**src/rtl/ptscr_pkg.sv**
```systemverilog
`timescale 1ns/1ps
package ptscr_pkg;
    localparam int STAGES = 7;

    typedef logic [STAGES-1:0] tap_t;

    typedef struct packed {
        logic valid;
        logic dat;
    } sbit_t;

    localparam tap_t SEED = '1;

    function automatic logic tap_parity(tap_t mem, tap_t mask);
        return ^(mem & mask);
    endfunction
endpackage

```
**src/rtl/ptscr_tapreg.sv**
```systemverilog
`timescale 1ns/1ps
module ptscr_tapreg
    import ptscr_pkg::*;
#(
    parameter int ADDR_W = 8,
    parameter int DATA_W = 8,
    parameter logic [ADDR_W-1:0] CFG_ADDR = 8'h1C
) (
    input  logic              clk,
    input  logic              rst,
    input  logic              we,
    input  logic [ADDR_W-1:0] addr,
    input  logic [DATA_W-1:0] wdata,
    output tap_t              mask
);
    logic hit;
    assign hit = we && (addr == CFG_ADDR);

    always_ff @(posedge clk) begin
        if (rst)
            mask <= '0;
        else if (hit)
            mask <= wdata[STAGES-1:0];
    end

    a_r6_other_addr_ignored: assert property (@(posedge clk) disable iff (rst)
        !(we && addr == CFG_ADDR) |=> $stable(mask));
    a_r6_write_loads: assert property (@(posedge clk) disable iff (rst)
        (we && addr == CFG_ADDR) |=> mask == $past(wdata[STAGES-1:0]));
endmodule

```
**src/rtl/ptscr_core.sv**
```systemverilog
`timescale 1ns/1ps
module ptscr_core
    import ptscr_pkg::*;
(
    input  logic  clk,
    input  logic  rst,
    input  logic  clr,
    input  sbit_t din,
    input  tap_t  mask,
    output sbit_t dout
);
    tap_t mem;
    logic fb_bit;
    logic scr_bit;

    assign fb_bit  = tap_parity(mem, mask);
    assign scr_bit = din.dat ^ fb_bit;

    always_ff @(posedge clk) begin
        if (rst || clr) begin
            mem <= SEED;
        end else if (din.valid) begin
            mem <= {mem[STAGES-2:0], scr_bit};
        end
    end

    always_ff @(posedge clk) begin
        if (rst) begin
            dout <= '0;
        end else begin
            dout.valid <= din.valid && !clr;
            if (din.valid && !clr)
                dout.dat <= scr_bit;
        end
    end

    a_r4_stall_holds: assert property (@(posedge clk) disable iff (rst)
        (!din.valid && !clr) |=> $stable(mem));
    a_r4_shift_in: assert property (@(posedge clk) disable iff (rst)
        (din.valid && !clr) |=> (mem[STAGES-1:1] == $past(mem[STAGES-2:0])) && (mem[0] == dout.dat));
    a_r7_clear_seeds: assert property (@(posedge clk) disable iff (rst)
        clr |=> mem == SEED);
    a_r5_bypass: assert property (@(posedge clk) disable iff (rst)
        (din.valid && !clr && mask == '0) |=> dout.dat == $past(din.dat));
endmodule

```
**src/rtl/ptscr_top.sv**
```systemverilog
`timescale 1ns/1ps
module ptscr_top
    import ptscr_pkg::*;
#(
    parameter int ADDR_W = 8,
    parameter int DATA_W = 8,
    parameter logic [ADDR_W-1:0] CFG_ADDR = 8'h1C
) (
    input  logic              clk,
    input  logic              rst,
    input  logic              cfg_we,
    input  logic [ADDR_W-1:0] cfg_addr,
    input  logic [DATA_W-1:0] cfg_wdata,
    input  logic              clr,
    input  logic              in_valid,
    input  logic              in_bit,
    output logic              out_valid,
    output logic              out_bit
);
    tap_t  mask;
    sbit_t din;
    sbit_t dout;

    assign din.valid = in_valid;
    assign din.dat   = in_bit;

    ptscr_tapreg #(
        .ADDR_W  (ADDR_W),
        .DATA_W  (DATA_W),
        .CFG_ADDR(CFG_ADDR)
    ) u_tapreg (
        .clk  (clk),
        .rst  (rst),
        .we   (cfg_we),
        .addr (cfg_addr),
        .wdata(cfg_wdata),
        .mask (mask)
    );

    ptscr_core u_core (
        .clk (clk),
        .rst (rst),
        .clr (clr),
        .din (din),
        .mask(mask),
        .dout(dout)
    );

    assign out_valid = dout.valid;
    assign out_bit   = dout.dat;

    a_r2_valid_follows: assert property (@(posedge clk) disable iff (rst)
        (in_valid && !clr) |=> out_valid);
    a_r2_no_spurious_valid: assert property (@(posedge clk) disable iff (rst)
        (!in_valid || clr) |=> !out_valid);
    a_r2_bit_holds: assert property (@(posedge clk) disable iff (rst)
        (!in_valid || clr) |=> $stable(out_bit));
endmodule

```
**config.mk**
```make
export PLATFORM = sky130hd
export DESIGN_NAME = ptscr_top
export DESIGN_NICKNAME = d
export VERILOG_FILES = /design/src/rtl/ptscr_pkg.sv /design/src/rtl/ptscr_tapreg.sv /design/src/rtl/ptscr_core.sv /design/src/rtl/ptscr_top.sv
export SDC_FILE = /design/constraint.sdc
export NUM_CORES = 1
export LEC_CHECK = 0
export BUFFER_PORTS_ARGS = -buffer_cell sky130_fd_sc_hd__buf_2
export CAP_MARGIN = 20
export CORE_MARGIN = 5
export CORE_UTILIZATION = 47
export CTS_CLUSTER_DIAMETER = 200
export CTS_CLUSTER_SIZE = 14
export DETAILED_ROUTE_END_ITERATION = 8
export PLACE_DENSITY_LB_ADDON = 0.25
export REMOVE_ABC_BUFFERS = 1
export SKIP_LAST_GASP = 1
export SYNTH_ARGS = -nofsm -noshare
export SYNTH_HDL_FRONTEND = slang
export SYNTH_HIERARCHICAL = 1
export SYNTH_SLANG_ARGS = --single-unit
```
**constraint.sdc**
```tcl
create_clock -name clk -period 1.3 [get_ports clk]
set_input_delay 0.13 -clock clk [delete_from_list [all_inputs] [get_ports clk]]
set_output_delay 0.13 -clock clk [all_outputs]
set_load 0.02 [all_outputs]
```
* After elaboration in Yosys (flattened, before gate mapping)
Index checks and enable logic that the tools add are counted. W data, S select, Z words.
Storage, ports and cells: bits in registers 16, bits in latches 0, memory bits (writable) 0, bits in read-only memories 0, input bits 22, output and inout port bits 2, logic and storage cells 12, memories 0
Operators by class: add/sub/neg operators 0, $mul 0, div/mod/pow operators 0, magnitude comparators 0, equal/unequal tests 1, shifts and indexed selects 0, muxes and demuxes 0, bitwise logic cells 2, reductions and logical operators 5
Operators by type and width (number):
- $eq A8 B5 Y1 const B | 1
- $and A7 B7 Y7 | 1
- $reduce_xor A7 Y1 | 1
- $logic_and A1 B1 Y1 | 2
- $logic_not A1 Y1 | 1
- $logic_or A1 B1 Y1 | 1
- $xor A1 B1 Y1 | 1

* Depth between registers and ports, before layout
Gate-level depths: netlist of the first run.
depth in word-level cells 3, gate-level depth with buffers 5, gate-level depth less buffers 5

* Cells and area by module
Netlist of the first run, hierarchy kept.
By module, submodules not included:
- ptscr_core | times used 1, cells an instance 44, area an instance 399.1 um^2, sequential area each 180.2 um^2
- ptscr_tapreg | times used 1, cells an instance 33, area an instance 336.6 um^2, sequential area each 140.1 um^2

* Worst setup path after synthesis of the first run
No wires, ideal clock.
kind reg2reg, start point register u_core.mem[5], end point register u_core.mem[0], library setup time 0.143 ns, arrival time 0.978 ns, data required time 1.157 ns, slack 0.180 ns, stages on the path, launching flop included 6, path buffers 0, clock period less this slack 1.120 ns, cells stage by stage dfxtp_1 nand2_1 xor2_1 xnor2_1 xnor2_1 o211ai_1
Between the ends: longest elaborated chain between the ends 3
Ends and longest elaborated chain:
- start: declaration | line ptscr_core.sv:12 | tap_t mem;
- start signal: assignment | line ptscr_core.sv:23 | mem <= {mem[STAGES-2:0], scr_bit};
- $and A7 B7 Y7 | line ptscr_pkg.sv:15 | return ^(mem & mask);
- $reduce_xor A7 Y1 | line ptscr_pkg.sv:15
- $xor A1 B1 Y1 | line ptscr_core.sv:17 | assign scr_bit = din.dat ^ fb_bit;
Every way passes these cells. A chain may end at the register's enable or synchronous reset.

* Worst setup path after layout of the first run
start point register u_core.mem[0], end point register u_core.mem[0]
Same word-level chain as after synthesis.

==> results list, run 1 <==
- In this run the tool buffered the top-level ports with 22 buffer cells.
- Sorting the synthesized cells by area gives the leading types as sky130_fd_sc_hd__dfxtp_1, sky130_fd_sc_hd__mux2i_1, sky130_fd_sc_hd__nand2b_1.
* Vert. Die Dim: 49.6 um
- The net count of the finished layout is between 100 and 150.
- Detailed router's first-iteration violation count: 5
- Across all register-to-register paths, the minimum setup slack is 0.05 ns.
* Horizontal die dimension: 49.6 um
- Max-cap violations in this run came to 0.
- Reg area: 328 um^2
- The floorplan step defined a die boundary enclosing 2460 um^2.
* Power density over the cells: 964 nW/um^2
* Number of diodes: 0
- TritonCTS built the clock tree.
* Worst Slack Setup Final: 0.0542 ns
- Share of post-route cells with drive strength above 1: 38.2%
- After layout, the worst path uses between 90% and 100% of the clock period.
- Final HPWL DP: 1.05 mm
- Synthesis handed over a netlist of 77 instances.
- Initial antenna violation count: 0
* Final standard cell count with taps included and fillers excluded: 118
- Depth of the CTS H-tree: 1
- Top cell type by total area after synthesis: sky130_fd_sc_hd__dfxtp_1
- Critical path start-end classification: reg -> reg
* Vias: 580
- Multi-input combinational cell area: slightly above 400 um^2
- Wire length per cell: roughly 12 um
- At the end of routability-driven placement, the weighted congestion stood at 0.745.
- Crit path max fanout: 3
- Remaining global-route overflow: 0
- Clock-pin slew was measured on the worst setup and hold paths at 0.08 ns.
* Sinks on Clock Net: 16
- During I/O placement, the number of pins put on the boundary was 24.
- Count of endpoints failing hold in the final timing report: 0
* Worst slack at placement: 0.0688 ns
* Placed instance area: 873 um^2
- After floorplanning, the core was sized to cover about 1500 um^2.
- Starting density of the core: about half
- By instance count, the leading cell after synthesis is sky130_fd_sc_hd__dfxtp_1.
- Kind of path behind the tightest hold check: in -> reg
* Async set-reset flop share out of synthesis: 0%
- Crit. End Element: flip-flop
- The flow ran to the end, and the final reports show no timing, DRC or antenna violations.
- Post-synth cell types: 16
- Placement row count: 14
- Global-route wire length before repair: 2.39 mm
- Yosys reg bits: 16
* Signed area change from the synthesized netlist to the final layout: 27.4%
* Slew at the pin closest to its max-slew limit: 0.415 ns
* Pleak: 0.000378 uW
- In the synthesized netlist the dominant register cell turns out to be sky130_fd_sc_hd__dfxtp_1.
- Largest net degree at the start of global routing: 17
- Ratio of routed vias to standard cells: just under 5
* DP Cell Count: 114
- Number of DRC violations after detailed routing: 0
- Per-instance average area after synthesis: between 9 and 10 um^2
- Slew Limit Headroom: 72.2%
* Root buffer selected by CTS: sky130_fd_sc_hd__clkbuf_4
- Clock skew: around 0.004 ns
- For this run, the number of Yosys warnings is 6.
- Static timing analysis puts the maximum clock frequency at about 800 MHz.
- Required time of the critical path: 1.44 ns
- Once layout is done, the placed cells without fillers occupy 937 um^2.
* Routed wire length: ~1.4 mm
- Post-synth EDFFs: 0
- Once detail routing completed, the nets flagged for antenna violations numbered 0.
- CTS Buffer Depth: 2
- The filler cells instantiated in the layout total between 100 and 150.
- The number of clock buffers added by TritonCTS is 3.
- Peak ir drop on the vdd network: 0.000525 V
* Worst hold margin: 0.0427 ns
- Setup violation total in the final timing report: 0
* Via count of the first global-routing pass: roughly 550
- Synthesized cell area: about 740 um^2
- Top cells by count, synth: sky130_fd_sc_hd__dfxtp_1, sky130_fd_sc_hd__nand2_1, sky130_fd_sc_hd__nand2b_1
- At the later pin of the worst-skew pair, clock insertion delay measures about 0.28 ns.
- TritonRoute pass-1 iters: 2
* Total global routing track utilization: 12.1%
- Sequential area share after synthesis: 43.5%
* Yosys top cell area share: roughly 44%
* Setup repair after global routing missed its margin: yes
- Sort of element at the start of the critical path: flip-flop
* Max-slew violation count: 0
- Data arrives at the worst endpoint at 1.39 ns.
- Min Tclk post-route: roughly 1.2 ns
==> placed cells by master (no fill, tap or decap), types with 2 or more instances in the layout <==
| cell type | synthesis | routed |
|---|---|---|
| sky130_fd_sc_hd__nand2_2 | 0 | 2 |
| sky130_fd_sc_hd__mux2i_1 | 13 | 13 |
| sky130_fd_sc_hd__clkbuf_4 | 0 | 3 |
| sky130_fd_sc_hd__xor2_1 | 3 | 2 |
| sky130_fd_sc_hd__xnor2_1 | 4 | 3 |
| sky130_fd_sc_hd__dfxtp_2 | 0 | 6 |
| sky130_fd_sc_hd__nand2b_1 | 14 | 14 |
| sky130_fd_sc_hd__nor2_1 | 3 | 3 |
| sky130_fd_sc_hd__buf_2 | 1 | 22 |
| sky130_fd_sc_hd__nand2_1 | 14 | 12 |
| sky130_fd_sc_hd__dfxtp_1 | 16 | 10 |
| sky130_fd_sc_hd__nor3_1 | 2 | 2 |
==> power by group <==
group	internal (uW)	switching [uW]	leakage [uW]	total (uW)
Clock	170	147	0.0000210	317
Combinational	48.1	40.5	0.000229	88.6
Sequential	495	2.69	0.000128	498
Total	714	190	0.000378	903
==> final timing paths <==
path,from,cells past startpoint,to
max reg2reg,u_core/mem[0]$_SDFFE_PP1P_,5,u_core/mem[0]$_SDFFE_PP1P_
max,u_core/mem[0]$_SDFFE_PP1P_,5,u_core/mem[0]$_SDFFE_PP1P_
min reg2reg,u_tapreg/mask[3]$_SDFFE_PP0P_,2,u_tapreg/mask[3]$_SDFFE_PP0P_
min,clr,2,u_core/dout[1]$_SDFF_PP0_
==> kinds of logic (layout without fill, tap and decap cells) <==
logic type                count (synthesis)  count (layout)  share of synthesized area, %
buffers and inverters                     4              29                          3.23
AOI/OAI and AO/OA                         2               2                          2.72
muxes                                    13              13                          17.7
DFF                                      16              16                          43.5
and+or+nand+nor                          35              35                          24.5
xor gates and xnor gates                  7               7                          8.33
==> layout make-up <==
type	count	share of cell area, %
multi-input combinational	57	43.9
tap	16	2.14
sequential	16	35.0
inverter	1	0.401
clock buffer	4	3.87
timing repair buffer	24	14.7
==> state kept, by name, summed over array words and instances, names as in the netlist <==
register,count
u_core/dout,2
u_core/mem,7
u_tapreg/mask,7
==> routing by layer <==
| layer | vias up | routed length [um] | part of all wire [%] | track usage, % |
|---|---|---|---|---|
| met5 | - | 0 | 0 | 0 |
| met4 | 0 | 17 | 1.2 | 6.55 |
| met3 | 2 | 112 | 8.1 | 3.92 |
| met2 | 19 | 649 | 47 | 17.6 |
| met1 | 256 | 612 | 44 | 15.6 |
| li1 | 303 | - | - | - |
==> worst max-delay path, cell delays in order (launching register included) <==
cell and delay [ns]:
sky130_fd_sc_hd__dfxtp_2 0.35, sky130_fd_sc_hd__nand2_1 0.08, sky130_fd_sc_hd__xnor2_2 0.15, sky130_fd_sc_hd__xnor2_1 0.22, sky130_fd_sc_hd__xnor2_1 0.18, sky130_fd_sc_hd__o211ai_1 0.13
==> timing repair <==
| action | in CTS | in global routing |
|---|---|---|
| endpoints found under the setup margin | 0 | 2 |
| buffers inserted | 0 | 0 |
| resized for setup | 0 | 10 |
| hold buffers | 0 | 0 |
==> stage by stage <==
stage	power (uW)	TNS (ns)	util, %
floorplan	548	0	-
global placement	594	0	58.7
detailed placement	597	0	58.7
CTS	917	0	61.1
global route	958	-0.0587	62.9
finish	903	0	62.9
(Power assumes the default switching activity.)
==> run 2, diff against run 1 <==
ABC_AREA = 1   (was unset)
CORE_UTILIZATION = 50   (was 47)
==> run 2 against run 1 <==
Net effect:
- count of clock-buffer cells in the layout unchanged
- synthesized area increased by 22%
- sequential share of layout area decreased by 5.4 points
- clock skew about the same
- critical endpoint unchanged
- cell count increased by 60%
- synthesized cell count increased by 78%
- sequential power increased by 2%
- power increased by 8.0%
==> results list, run 2 <==
- YS warnings: 6
* Sequential area share after synthesis: 35.7%
- The floorplan has 15 rows.
- Pleak: a little over 0.0006 uW
* Detailed router's first-iteration violation count: 4
- Reg area: 320 um^2
- After detailed routing, the number of remaining DRC violations is 0.
* Starting density of the core: 52.0%
- Count of endpoints failing hold in the final timing report: 0
* Placed instance area: 1050 um^2
- Global routing used between 10 and 15% of the available tracks across all layers.
- Setup violation total in the final timing report: 0
- The multi-input combinational cells in the finished layout cover a total of 488 um^2.
* Async set-reset flop share out of synthesis: 0%
- Nets: 187
- Wires add up to around 1.8 mm.
- Slew at the pin closest to its max-slew limit: 0.235 ns
- For this design, the sink count on the clock tree is 16.
- The core region is about 1700 um^2.
- Share of post-route cells with drive strength above 1: between 20 and 30%
* Critical path start-end classification: reg -> reg
- Yosys mapped a number of flops with a built-in enable equal to 0.
- The HPWL after detailed placement is 1.43 mm.
- Port buffering added 22 buffers.
- After detailed routing, the number of vias per cell comes to roughly 4.6.
* Total clock buffers created by CTS: 3
* Highest clock rate: 890 MHz
* Crit. End Element: flip-flop
- Remaining global-route overflow: 0
* Count of antenna-violating nets left after detailed routing: 0
* Global placement routability congestion: 0.788
* Run status: finished, final reports clean
- Power density over the cells: 901 nW/um^2
- Largest registers: u_core/mem: 7 flops, u_tapreg/mask: 7 flops, u_core/dout: 2 flops
- Worst endpoint data arrival time: 1.36 ns
* Min Tclk post-route: approximately 1.1 ns
- STA classifies the critical path startpoint as a flip-flop.
- The synthesized design devotes to its leading area cell type 35.7% of total area.
- Clock latency of the later-clocked register in the worst-skew pair: between 0.2 and 0.3 ns
* Global-route wire length before repair: 2.88 mm
* TritonCTS clock tree: done
- Post CTS Setup Buffer Count: 0
- Die Footprint: around 2700 um^2
- Signed area change from the synthesized netlist to the final layout: 20.6%
- Along the worst path, the maximum fanout reaches 4.
* Horizontal die dimension: 52.4 um
- Headroom to the max-slew limit came out at 84.3%.
- Largest net degree at the start of global routing: 11
- In the finished design, the share of the clock period the worst path needs comes to 86.4%.
- Clock-pin slew was measured on the worst setup and hold paths at ~0.10 ns.
* Top cells by count, synth: sky130_fd_sc_hd__nand2_1, sky130_fd_sc_hd__inv_1, sky130_fd_sc_hd__nor2_1
* Root buffer selected by CTS: sky130_fd_sc_hd__clkbuf_4
- Most common library cell in the layout ignoring fill and taps: sky130_fd_sc_hd__nand2_1
- Post-synth cell types: 16
- Cell types occupying the most area after synthesis: sky130_fd_sc_hd__dfxtp_1, sky130_fd_sc_hd__nand2_1, sky130_fd_sc_hd__inv_1
* Clock skew: ~0.0039 ns
- Number of diodes: 0
- The number of antenna violations at the first check in global routing was 0.
- Max-slew violation count: 0
- Dividing the detail-routed wire length by the instance count gives 9.54 um.
* Vias: slightly below 900
- DP Cell Count: 185
- The die is 52.4 um tall.
* Quantity of gates resized following cts: 0
- Post-synthesis cell count: roughly 140
* Maximum capacitance violations: 0
* Setup repair after global routing missed its margin: no
- The largest total area in the synthesized netlist belongs to sky130_fd_sc_hd__dfxtp_1.
- In this run the deepest clock path goes through 2 buffers.
- The first TritonRoute pass finished after 4 iterations.
* Depth of the CTS H-tree: 1
- The filler cells instantiated in the layout total 174.
* Synthesized cell area: 898 um^2
- Number of placed I/O pins: 24
* Count of hold buffers inserted by post-cts repair: 0
- sky130_fd_sc_hd__nand2_1 is the most common cell in the netlist.
* Kind of path behind the tightest hold check: in -> reg
- Among all flip-flop cells after synthesis, the most frequent one is sky130_fd_sc_hd__dfxtp_1.
* Final standard cell count with taps included and fillers excluded: 189
- The library cells used most frequently in the layout, excluding fill and tap cells, are sky130_fd_sc_hd__nand2_1, sky130_fd_sc_hd__buf_2, sky130_fd_sc_hd__inv_1, sky130_fd_sc_hd__nor2_1, sky130_fd_sc_hd__dfxtp_1.
- Peak ir drop on the vdd network: 0.000447 V
* Via count of the first global-routing pass: 742
- In the final timing run, aggregate negative setup slack is 0 ns.
* Yosys reg bits: 16
- The average instance in the mapped netlist occupies around 6.6 um^2.
* Final Cell Area: 1080 um^2
* Required time of the critical path: 1.54 ns
[run 2: changes by cell type in the layout (fill, tap and decap cells not counted), sizes merged, moves of 2 or more]
cell,previous run,this run
nor3,2,0
a21oi,0,2
nand2,14,52
mux2i,13,0
nand4,0,7
nand3,0,11
xor2,3,0
xnor2,4,0
nand2b,14,0
inv,1,24
nor2,3,23
[run 2: path summary, 6_finish.rpt]
check                             startpoint                    endpoint  slack, ns  cells after the start
hold reg to reg   u_core/mem[6]$_SDFFE_PP1P_  u_core/mem[6]$_SDFFE_PP1P_       0.48                      2
hold / removal                           clr   u_core/dout[1]$_SDFF_PP0_       0.12                      4
setup reg to reg  u_core/mem[3]$_SDFFE_PP1P_  u_core/mem[0]$_SDFFE_PP1P_       0.18                     10
setup / recovery  u_core/mem[3]$_SDFFE_PP1P_  u_core/mem[0]$_SDFFE_PP1P_       0.18                     10
[run 2: metrics by stage]
step           setup slack (ns)  power [uW]  hold slack [ns]  util [%]
6_report                  0.177         976            0.117      62.8
5_1_grt                  0.0751        1020            0.131      62.8
4_1_cts                   0.188         983            0.114      62.8
3_5_place_dp              0.209         654            0.427      60.7
3_3_place_gp              0.249         648            0.409      60.7
2_1_floorplan             0.334         598            0.252         -
[run 2: layer usage]
layer  global-route usage, %  routed length (um)  vias up
met4                    12.8                  63        0
met1                    15.4                 777      356
li1                        -                   -      472
met5                       0                   0        -
met3                    2.85                 131        5
met2                    25.0                 832       32
[run 2: logic make-up after synthesis]
| family | after synthesis | synth area share (%) |
|---|---|---|
| and+or+nand+nor | 93 | 51.0 |
| buffers and inverters | 24 | 10.0 |
| AOI/OAI and AO/OA | 4 | 3.34 |
| DFF | 16 | 35.7 |
[run 2: final cells by class]
cell class                 instances  area share [%]
tap                               25            2.89
clock buffer                       4            3.35
multi-input combinational         97            45.0
inverter                          24            8.31
timing repair buffer              23            10.9
sequential                        16            29.6
[run 2: critical path, stage by stage (launching register included)]
cell and delay (ns):
sky130_fd_sc_hd__dfxtp_1 0.39, sky130_fd_sc_hd__nand2_1 0.08, sky130_fd_sc_hd__nand2_1 0.07, sky130_fd_sc_hd__nand2_1 0.06, sky130_fd_sc_hd__inv_1 0.05, sky130_fd_sc_hd__nand2_1 0.04
sky130_fd_sc_hd__nand2_1 0.10, sky130_fd_sc_hd__inv_1 0.06, sky130_fd_sc_hd__nand2_2 0.06, sky130_fd_sc_hd__nand2_2 0.06, sky130_fd_sc_hd__o21ai_2 0.10
[run 2: power by group]
group          switching [uW]  internal [uW]
Clock                     163            171
Combinational            78.0           53.9
Sequential               8.82            501
==> run 3, diff against run 2 <==
BUFFER_PORTS_ARGS = unset   (was -buffer_cell sky130_fd_sc_hd__buf_2)
CORE_UTILIZATION = 55   (was 50)
CTS_CLUSTER_SIZE = 8   (was 14)
DONT_BUFFER_PORTS = 1   (was unset)
PLACE_DENSITY = 0.7   (was unset)
PLACE_DENSITY_LB_ADDON = unset   (was 0.25)
==> run 3 against run 2 <==
Net effect:
- core utilization is 1.0 points higher
- non-clock buffer count is 21 lower
- global-route usage is 0.83 points lower
- die area is 7.4% lower
- routed wire length is 9.9% lower
- cell area is 10% lower
- power is 5.2% lower
- critical path depth stayed put
==> results list, run 3 (same netlist as run 2, synthesis figures left out) <==
- Once layout is done, the placed cells without fillers occupy 972 um^2.
- The clock passes through at most 2 buffers.
- The worst register-to-register path has a depth of 10.
- The final critical path takes up 84.4% of the cycle.
* Pleak: 0.000534 uW
* Multi-input combinational cell area: 488 um^2
- Horizontal die dimension: roughly 50 um
- STA classifies the critical path startpoint as a flip-flop.
- The final count of pins violating max slew was 0.
* Remaining global-route overflow: 0
- Detailed router's first-iteration violation count: 13
- Most frequent cells in the layout: sky130_fd_sc_hd__nand2_1, sky130_fd_sc_hd__inv_1, sky130_fd_sc_hd__nor2_1, sky130_fd_sc_hd__dfxtp_1, sky130_fd_sc_hd__nand3_1
* Setup repair after global routing missed its margin: no
* Core ar.: between 1500 and 2000 um^2
- Clock tree synthesis selected as its root buffer the cell sky130_fd_sc_hd__clkbuf_4.
- Vias: 801
* Number of diodes: 0
- Maximum capacitance violations: 0
- Via count of the first global-routing pass: 720
- Placed instance area: 926 um^2
- The worst-case IR drop observed on VDD is 0.000620 V.
- On the critical path, the stage with the largest delay is an instance of sky130_fd_sc_hd__dfxtp_1.
* Run status: finished, final reports clean
- For the worst-skew pair, the clock arrives at the later sink with an insertion delay of ~0.28 ns.
- Across every metal layer, demand over resource in global routing totals 14.0%.
- The critical path contains buffers and inverters numbering 2 combined.
* Cells on Worst Hold Path: 2
* Total Negative Setup Slacks: 0 ns
* Sinks on Clock Net: 16
- Final HPWL DP: 1.36 mm
- For this configuration, the core starts out at a cell density of 58.9%.
- From synthesis to final layout, the design area changed by 8.22%.
- Data on the critical path arrives at its endpoint at 1.32 ns.
* Initial antenna violation count: 0
* Die Footprint: 2540 um^2
- For this run, the slowest stage of the critical path takes 0.39 ns.
* Cell-by-cell trace of the critical path: nand2_1 > nand2_1 > nand2_1 > inv_1 > nand2_1 > nand2_1 > inv_1 > nand2_2 > nand2_2 > a21oi_2
- Dominant cell type by count on the critical path: sky130_fd_sc_hd__nand2_1
* TritonCTS clock tree: done
- Fill cell total of the finished layout: between 100 and 150
* Routed wire length: 1.63 mm
- Vert. Die Dim: a little over 50 um
- The critical path is of the reg -> reg type.
- Data on the critical path is required at its endpoint by ~1.5 ns.
* Count of antenna-violating nets left after detailed routing: 0
- Quantity of gates resized following cts: 0
* Most common library cell in the layout ignoring fill and taps: sky130_fd_sc_hd__nand2_1
* Clock transition time at the flip-flop clock pins of the worst setup and hold paths: 0.09 ns
* Top cell family by delay on the critical path: simple AND/OR/NAND/NOR gates
- Placement row count: 14
- Ratio of routed vias to standard cells: 5.04
- Total clock buffers created by CTS: 3
- Port buffering added 0 buffers.
* Slew at the pin closest to its max-slew limit: approximately 0.25 ns
* Critical Path Stages: 10
- Largest net degree at the start of global routing: 11
- Slew Limit Headroom: 83.2%
* Clock skew: 0.00772 ns
- The net count of the finished layout is roughly 170.
* TritonRoute pass-1 iters: 4
- Reg area: between 300 and 400 um^2
* Global placement routability congestion: 0.733
* Min Tclk post-route: between 1 and 1.5 ns
- The first global-routing pass estimated approximately 2.8 mm of wire.
- Wire length per cell: a little over 10 um
- Across all register-to-register paths, the minimum setup slack is 0.20 ns.
* Largest registers: u_core/mem: 7 flops, u_tapreg/mask: 7 flops, u_core/dout: 2 flops
- Derived from the worst setup path, the maximum achievable clock frequency is 912 MHz.
- Power spread over the standard cell area amounts to 952 nW/um^2.
- Count of endpoints failing hold in the final timing report: 0
- Crit path max fanout: 4
* Setup violation total in the final timing report: 0
* Number of placed I/O pins: 24
* Post CTS Setup Buffer Count: 0
- The worst setup path is captured at a flip-flop.
- In this run the number of H-tree levels came out at 1.
- For this run, design rule violations remaining after detail routing come to 0.
* Kind of path behind the tightest hold check: in -> reg
- Cells with a size suffix above 1 make up 18.9% of the layout.
==> run 3: changes by cell type in the layout (fill, tap and decap cells not counted), sizes merged <==
| cell | change |
|---|---|
| dlygate4sd3 | +1 |
| buf | -22 |
==> run 3: path summary, 6_finish.rpt <==
check | start | end
max | u_core/mem[3]$_SDFFE_PP1P_ | u_core/dout[0]$_SDFFE_PP0P_
max reg2reg | u_core/mem[3]$_SDFFE_PP1P_ | u_core/dout[0]$_SDFFE_PP0P_
min | rst | u_core/dout[0]$_SDFFE_PP0P_
min reg2reg | u_core/mem[6]$_SDFFE_PP1P_ | u_core/mem[6]$_SDFFE_PP1P_
==> run 3: through the flow <==
stage | setup WS, ns | total power [uW] | hold slack, ns | utilization [%] | instances
after floorplan | 0.334 | 598 | 0.252 | - | 137
after global placement | 0.251 | 611 | 0.259 | 60.8 | 154
after detailed placement | 0.208 | 615 | 0.264 | 60.8 | 154
after CTS | 0.182 | 941 | 0.0111 | 63.8 | 159
after global routing | 0.0564 | 983 | 0.00918 | 63.8 | 159
final | 0.203 | 925 | 0.0185 | 63.8 | 159
==> run 3: layout make-up <==
class	count	area share, %
clock buffer	4	3.73
inverter	24	9.27
multi-input combinational	97	50.2
sequential	16	32.9
tap	16	2.06
timing repair buffer	2	1.80
==> run 3: worst reg2reg max path: stages, from the launching register on <==
cell	delay [ns]
sky130_fd_sc_hd__dfxtp_1	0.39
sky130_fd_sc_hd__nand2_1	0.07
sky130_fd_sc_hd__nand2_1	0.06
sky130_fd_sc_hd__nand2_1	0.07
sky130_fd_sc_hd__inv_1	0.05
sky130_fd_sc_hd__nand2_1	0.04
sky130_fd_sc_hd__nand2_1	0.08
sky130_fd_sc_hd__inv_1	0.05
sky130_fd_sc_hd__nand2_2	0.06
sky130_fd_sc_hd__nand2_2	0.06
sky130_fd_sc_hd__a21oi_2	0.12
==> run 3: metal layers <==
metal  GRT usage, %  routed length [um]  up-vias
met5              0                   0        -
met2           25.3                 800       17
met3           5.03                 101        2
met4           3.83                  10        0
li1               -                   -      432
met1           15.1                 714      350
==> run 3: report_power, final <==
| part | internal [uW] | leakage (uW) | switching [uW] |
|---|---|---|---|
| sequential | 501 | 0.000130 | 13.0 |
| combinational | 33.7 | 0.000383 | 58.6 |
| clock | 170 | 0.0000210 | 148 |
==> run 3: what timing repair did <==
item,4_1_cts,5_1_grt
hold endpoints to repair,6,0
hold buffers,1,0
setup endpoints to repair,0,0
